### src/rtl/reset_seq_pkg.sv
package reset_seq_pkg;

  // Write requests from the control side to the state registers
  typedef struct packed {
    logic loadPor;
    logic loadMan;
  } rstStrobe_t;

  localparam int EVT_W = 12;
  localparam logic [EVT_W-1:0] EVT_CODE_POR = 12'h000;
  localparam logic [EVT_W-1:0] EVT_CODE_MAN = 12'h020;

endpackage

### src/rtl/reset_pin_sync.sv
module reset_pin_sync #(
  parameter int STAGES = 2
) (
  input  logic clk,
  input  logic pinN,
  output logic syncN
);
  logic [STAGES-1:0] chain;

  // Assert at once, release after STAGES rising edges
  always_ff @(posedge clk or negedge pinN) begin
    if (!pinN) chain <= '0;
    else       chain <= {chain[STAGES-2:0], 1'b1};
  end

  assign syncN = chain[STAGES-1];
endmodule

### src/rtl/reset_ctrl.sv
module reset_ctrl
  import reset_seq_pkg::*;
(
  input  logic       clk,
  input  logic       extSyncN,
  input  logic       manSyncN,
  input  logic       wdtOverflow,
  input  logic       wdtModeBit,
  input  logic       wdtResetSel,
  output rstStrobe_t strobes,
  output logic       pcLoad,
  output logic       periphInit
);
  logic wdtPor, porReq, manReq, anyLoad, lastLoad;

  always_comb begin
    wdtPor          = wdtOverflow & wdtModeBit & ~wdtResetSel;
    porReq          = ~extSyncN | wdtPor;
    manReq          = ~manSyncN;
    strobes.loadPor = porReq;
    strobes.loadMan = manReq & ~porReq;   // power-on wins
    anyLoad         = strobes.loadPor | strobes.loadMan;
  end

  // lastLoad marks a write just made; the PC strobe follows once writes stop
  always_ff @(posedge clk) begin
    lastLoad   <= anyLoad;
    pcLoad     <= lastLoad & ~anyLoad;
    periphInit <= strobes.loadPor;
  end

  // Checker arming, so nothing looks before the first edges
  logic armA = 1'b0;
  logic armB = 1'b0;
  always_ff @(posedge clk) begin
    armA <= 1'b1;
    armB <= armA;
  end

  a_r5_pc_single: assert property (@(posedge clk) disable iff (!armB)
    pcLoad |=> !pcLoad);

  a_r5_pc_after_write: assert property (@(posedge clk) disable iff (!armB)
    pcLoad |-> ($past(anyLoad, 2) && !$past(anyLoad)));

  a_r4_wdt_ignored: assert property (@(posedge clk) disable iff (!armB)
    (wdtOverflow && !(wdtModeBit && !wdtResetSel) && extSyncN) |=> !periphInit);

  a_r7_por_priority: assert property (@(posedge clk) disable iff (!armB)
    (!extSyncN && !manSyncN) |=> periphInit);
endmodule

### src/rtl/reset_datapath.sv
module reset_datapath
  import reset_seq_pkg::*;
#(
  parameter int ADDR_W  = 32,
  parameter int IMASK_W = 4,
  parameter logic [ADDR_W-1:0] RESET_VECTOR = 32'hA000_0000
) (
  input  logic               clk,
  input  rstStrobe_t         strobes,
  output logic [EVT_W-1:0]   eventCode,
  output logic [ADDR_W-1:0]  vecBase,
  output logic               srMd,
  output logic               srRb,
  output logic               srBl,
  output logic               srFd,
  output logic [IMASK_W-1:0] srImask,
  output logic [ADDR_W-1:0]  pcTarget
);
  always_ff @(posedge clk) begin
    if (strobes.loadPor) begin
      eventCode <= EVT_CODE_POR;
      vecBase   <= '0;
      srMd      <= 1'b1;
      srRb      <= 1'b1;
      srBl      <= 1'b1;
      srFd      <= 1'b0;
      srImask   <= '1;
    end else if (strobes.loadMan) begin
      eventCode <= EVT_CODE_MAN;
    end
  end

  assign pcTarget = RESET_VECTOR;

  logic armA = 1'b0;
  always_ff @(posedge clk) armA <= 1'b1;

  a_r2_por_values: assert property (@(posedge clk) disable iff (!armA)
    strobes.loadPor |=> (eventCode == EVT_CODE_POR && vecBase == '0));

  a_r3_status_values: assert property (@(posedge clk) disable iff (!armA)
    strobes.loadPor |=> (srMd && srRb && srBl && !srFd && srImask == '1));

  a_r6_manual_code: assert property (@(posedge clk) disable iff (!armA)
    strobes.loadMan |=> (eventCode == EVT_CODE_MAN && $stable(vecBase) && $stable(srImask)));
endmodule

### src/rtl/cpu_reset_seq.sv
module cpu_reset_seq
  import reset_seq_pkg::*;
#(
  parameter int SYNC_STAGES = 2,
  parameter int ADDR_W      = 32,
  parameter int IMASK_W     = 4,
  parameter logic [ADDR_W-1:0] RESET_VECTOR = 32'hA000_0000
) (
  input  logic               clk,
  input  logic               extResetN,
  input  logic               manResetN,
  input  logic               wdtOverflow,
  input  logic               wdtModeBit,
  input  logic               wdtResetSel,
  output logic [EVT_W-1:0]   eventCode,
  output logic [ADDR_W-1:0]  vecBase,
  output logic               srMd,
  output logic               srRb,
  output logic               srBl,
  output logic               srFd,
  output logic [IMASK_W-1:0] srImask,
  output logic               pcLoad,
  output logic [ADDR_W-1:0]  pcTarget,
  output logic               periphInit
);
  localparam int N_PINS = 2;

  logic [N_PINS-1:0] pinsN, syncedN;
  rstStrobe_t strobes;

  assign pinsN = {manResetN, extResetN};

  for (genvar p = 0; p < N_PINS; p++) begin : g_pin
    reset_pin_sync #(.STAGES(SYNC_STAGES)) uSync (
      .clk  (clk),
      .pinN (pinsN[p]),
      .syncN(syncedN[p])
    );
  end

  reset_ctrl uCtrl (
    .clk        (clk),
    .extSyncN   (syncedN[0]),
    .manSyncN   (syncedN[1]),
    .wdtOverflow(wdtOverflow),
    .wdtModeBit (wdtModeBit),
    .wdtResetSel(wdtResetSel),
    .strobes    (strobes),
    .pcLoad     (pcLoad),
    .periphInit (periphInit)
  );

  reset_datapath #(
    .ADDR_W      (ADDR_W),
    .IMASK_W     (IMASK_W),
    .RESET_VECTOR(RESET_VECTOR)
  ) uDp (
    .clk      (clk),
    .strobes  (strobes),
    .eventCode(eventCode),
    .vecBase  (vecBase),
    .srMd     (srMd),
    .srRb     (srRb),
    .srBl     (srBl),
    .srFd     (srFd),
    .srImask  (srImask),
    .pcTarget (pcTarget)
  );
endmodule

### config.mk
export PLATFORM = sky130hd
export DESIGN_NAME = cpu_reset_seq
export DESIGN_NICKNAME = d
export VERILOG_FILES = /design/src/rtl/reset_seq_pkg.sv /design/src/rtl/reset_pin_sync.sv /design/src/rtl/reset_ctrl.sv /design/src/rtl/reset_datapath.sv /design/src/rtl/cpu_reset_seq.sv
export SDC_FILE = /design/constraint.sdc
export NUM_CORES = 1
export LEC_CHECK = 0
export BUFFER_PORTS_ARGS = -buffer_cell sky130_fd_sc_hd__buf_2
export CAP_MARGIN = 5
export CORE_AREA = 2 2 54 51
export DETAILED_ROUTE_END_ITERATION = 8
export DIE_AREA = 0 0 56 53
export PLACE_DENSITY = 0.83
export SYNTH_ARGS = -nofsm -noshare
export SYNTH_HDL_FRONTEND = slang
export SYNTH_SLANG_ARGS = --single-unit
### constraint.sdc
create_clock -name clk -period 1.44 [get_ports clk]
set_input_delay 0.144 -clock clk [delete_from_list [all_inputs] [get_ports clk]]
set_output_delay 0.144 -clock clk [all_outputs]
set_load 0.05 [all_outputs]
* Word level (Yosys, flattened, before mapping)
Cells that the tools add are included.
** Storage, ports and cells
- Register bits after elaboration :: 8
- Bits of input ports :: 6
- Word-level logic and storage cells :: 17
** Operators by class
- Bitwise operators :: 11
** Operators by type and width (number)
- $not 1->1 :: 5
- $and 1x1->1 :: 4
- $or 1x1->1 :: 2

* Longest topological paths before layout
- Word-level depth :: 8
- Gate-level depth with buffers :: 2

* Hierarchy
From an unflattened synthesis, not the netlist that was laid out.
** Unflattened totals
- Cell total of the unflattened synthesis :: 102
- Area, all modules :: 883.3 um2
** Modules (own cells, without submodules)
- reset_datapath :: times used 1, cells an instance 87, area an instance 660.6 um2
- reset_ctrl :: times used 1, cells an instance 9, area an instance 115.1 um2
- reset_pin_sync :: times used 2, cells an instance 3, area an instance 53.8 um2

* Worst setup path before layout
OpenSTA, ideal clock, no wires.
- Path kind :: reg-to-reg
- Start :: register uDp.eventCode[5] (netlist name)
- End :: register uDp.eventCode[5]
- Data arrival time :: 0.913 ns
- Data required time :: 1.381 ns
- Slack :: 0.468 ns
- Stages on the path, launching flop included :: 3
- Cells stage by stage :: dfxtp_1 -> nand2b_1 -> and3_2
** RTL lines
- to (signal assigned) :: RTL line reset_datapath.sv:21 : eventCode <= EVT_CODE_POR;
- to (signal assigned) :: RTL line reset_datapath.sv:29 : eventCode <= EVT_CODE_MAN;
- to (decl) :: RTL line reset_datapath.sv:10 : output logic [EVT_W-1:0] eventCode,

* Worst setup path after layout
- Start :: register uDp.eventCode[5]
- End :: output eventCode[5]
** RTL lines
- to (decl) :: RTL line cpu_reset_seq.sv:15 : output logic [EVT_W-1:0] eventCode,
No word-level cell between the ends.

==> metrics <==
layout cells sized above 1 11.5%; final setup vio count 0; Antenna Cells 0; RSZ-0062 raised after global routing no; Worst path top cell family by delay flip-flops; startpoint types register; Syn Area/Cell 8.71 um^2; Buffers & Inverters on Critical Path 1; DP Worst Slack 0.721 ns; Non-Filler Instances 141; Setup Fix Bufs, Post-CTS 0; Fin. Hold Viols 0; Root Driver clkbuf_4; sw frac 61.7%; r2r endpoint uDp.eventCode[5]; minimum clock period 0.960 ns; Crit. End Element output port; top-area cell type share of the netlist area 72.3%; CTS Buf Count 3; Final HPWL DP 631 um; Via density 2.54; clock-pin transition on the worst setup and hold timing paths 0.05 ns; initial antenna violation count 0; Worst Setup Path Type reg -> out; Layout Skew 0.00517 ns; largest net degree at the start of global routing 6; synthesis-to-finish area growth -22.1%; worst setup margin 0.480 ns; design area 672 um^2; Critical Path Source uDp.eventCode[5]; peak supply drop 535 uV; dominant cell type by area after synthesis buf_4; status finished clean; Post-Syn Area 862 um^2; setup TNS 0 ns; first-pass GRT wire length 586 um; Setup crit end eventCode[5]; worst reg2reg path startpoint uDp.eventCode[5]; CP Max Fanout 2; fmax 1040 MHz; crit share post-route 66.7%; Ports 92; core area 2380 um^2; GR Overflow Total 0; HP Class in -> reg; sequential power share 25.6%; WHS 0.172 ns; via count 358; Mapped Cells 99; # port buffers 8; R2R depth 2; CTS sink cnt 8; fin util 28.2%; Power Density 1400 nW/um^2; leakage power 0.443 nW; CTS tree built; maximum clock path buffer count 2; drt drc 0; total power 940 uW; RD Place Congestion 0.701; row count 17; DR pass1 iterations 2; placed insts 135; fin nets 120; Reg2Reg Setup Slack 0.71 ns; First DRT Iteration DRCs 1; CP required 1.30 ns; number of global-route vias before repair 127; Die H 53 um; Psw 580 uW; Worst path max stage delay 0.31 ns; H-tree Lvls 1; Int Pwr 360 uW; crit path max-delay cell type dfxtp_1; max cap viols 0; routed wire length 721 um; CP arrival 0.82 ns; stages on the worst setup path 1; drt wl/cell 5.11 um; count of state elements after synthesis 8; top cells by area, synth buf_4, dfrtp_1, dfxtp_1; clock power share 19.1%; Total GRT Usage 2.95%; Fill cells 257; clock latency at the later pin of the worst-skew pair 0.25 ns; Netlist cell types 10; yosys warns 0; sequential share of the synthesized area 20.9%; Comb power frac 55.3%; Initial Util 36.2%; ANT nets after route 0; final slew viol count 0; CP cell instances buf_2; die area 2970 um^2; Post-DP Area 626 um^2; die span in x 56 um
layer usage:
layer,track usage [%],up-vias,part of all wire [%]
met2,4.90,43,52
met4,0,0,0
met5,0,-,0
met3,3.91,0,23
li1,-,160,-
met1,2.21,155,25
cells by family after synthesis:
kind of cell | Yosys count | synth area share, %
buffers and inverters | 83 | 72.3
flip-flops | 8 | 20.9
AND/OR/NAND/NOR | 6 | 5.95
other | 2 | 0.871
cell usage after synthesis (all sizes together):
| library cell | instances |
|---|---|
| buf | 83 |
| dfrtp | 4 |
| dfxtp | 4 |
| conb | 2 |
| and3 | 1 |
| and4 | 1 |
| nand2 | 1 |
| nand2b | 1 |
| nand3 | 1 |
| nand3b | 1 |
registers in the layout, indices dropped and copies added (netlist names):
register	cells
uCtrl.lastLoad	1
g_pin.uSync.chain	4
uCtrl.periphInit	1
uDp.eventCode	1
uCtrl.pcLoad	1
worst min-delay path by stage:
stage / depth (start not counted) / slack [ns] / startpoint / to
3_3_place_gp: 1 / -0.07 / extResetN / g_pin[0].uSync.chain[1]
5_1_grt: 3 / 0.18 / wdtOverflow / uCtrl.periphInit
4_1_cts: 3 / 0.16 / wdtOverflow / uCtrl.periphInit
6_report: 3 / 0.17 / wdtOverflow / uCtrl.periphInit
3_5_place_dp: 1 / -0.07 / extResetN / g_pin[0].uSync.chain[1]
2_1_floorplan: 0 / -0.15 / extResetN / g_pin[0].uSync.chain[0]
cells in the final DEF (no fill, tap or decap), drive strengths merged:
cell,instances
nand3b,1
nand2,1
conb,85
dfxtp,4
dlygate4sd3,2
and3,1
nand2b,1
buf,8
dfrtp,4
nand3,1
clkbuf,4
and4,1
what timing repair did:
item	CTS	global route
hold buffers	2	0
hold endpoints to repair	4	0
endpoints found under the setup margin	0	0
resized for setup	0	0
cell type report:
class | instances | area, um^2 | area share (%)
Tap cell | 28 | 35.0 | 5.21
Multi-Input combinational cell | 91 | 370 | 55.1
Clock buffer | 4 | 26.3 | 3.91
Timing Repair Buffer | 10 | 60.1 | 8.94
Sequential cell | 8 | 180 | 26.8
power groups by stage:
stage	Sequential [mW]	Clock, mW	Combinational [mW]
after floorplan	0.264	0	0.654
after global placement	0.244	0	0.511
after detailed placement	0.245	0	0.511
after CTS	0.240	0.191	0.515
after global routing	0.241	0.194	0.535
final	0.240	0.179	0.520
(Power assumes the default switching activity.)
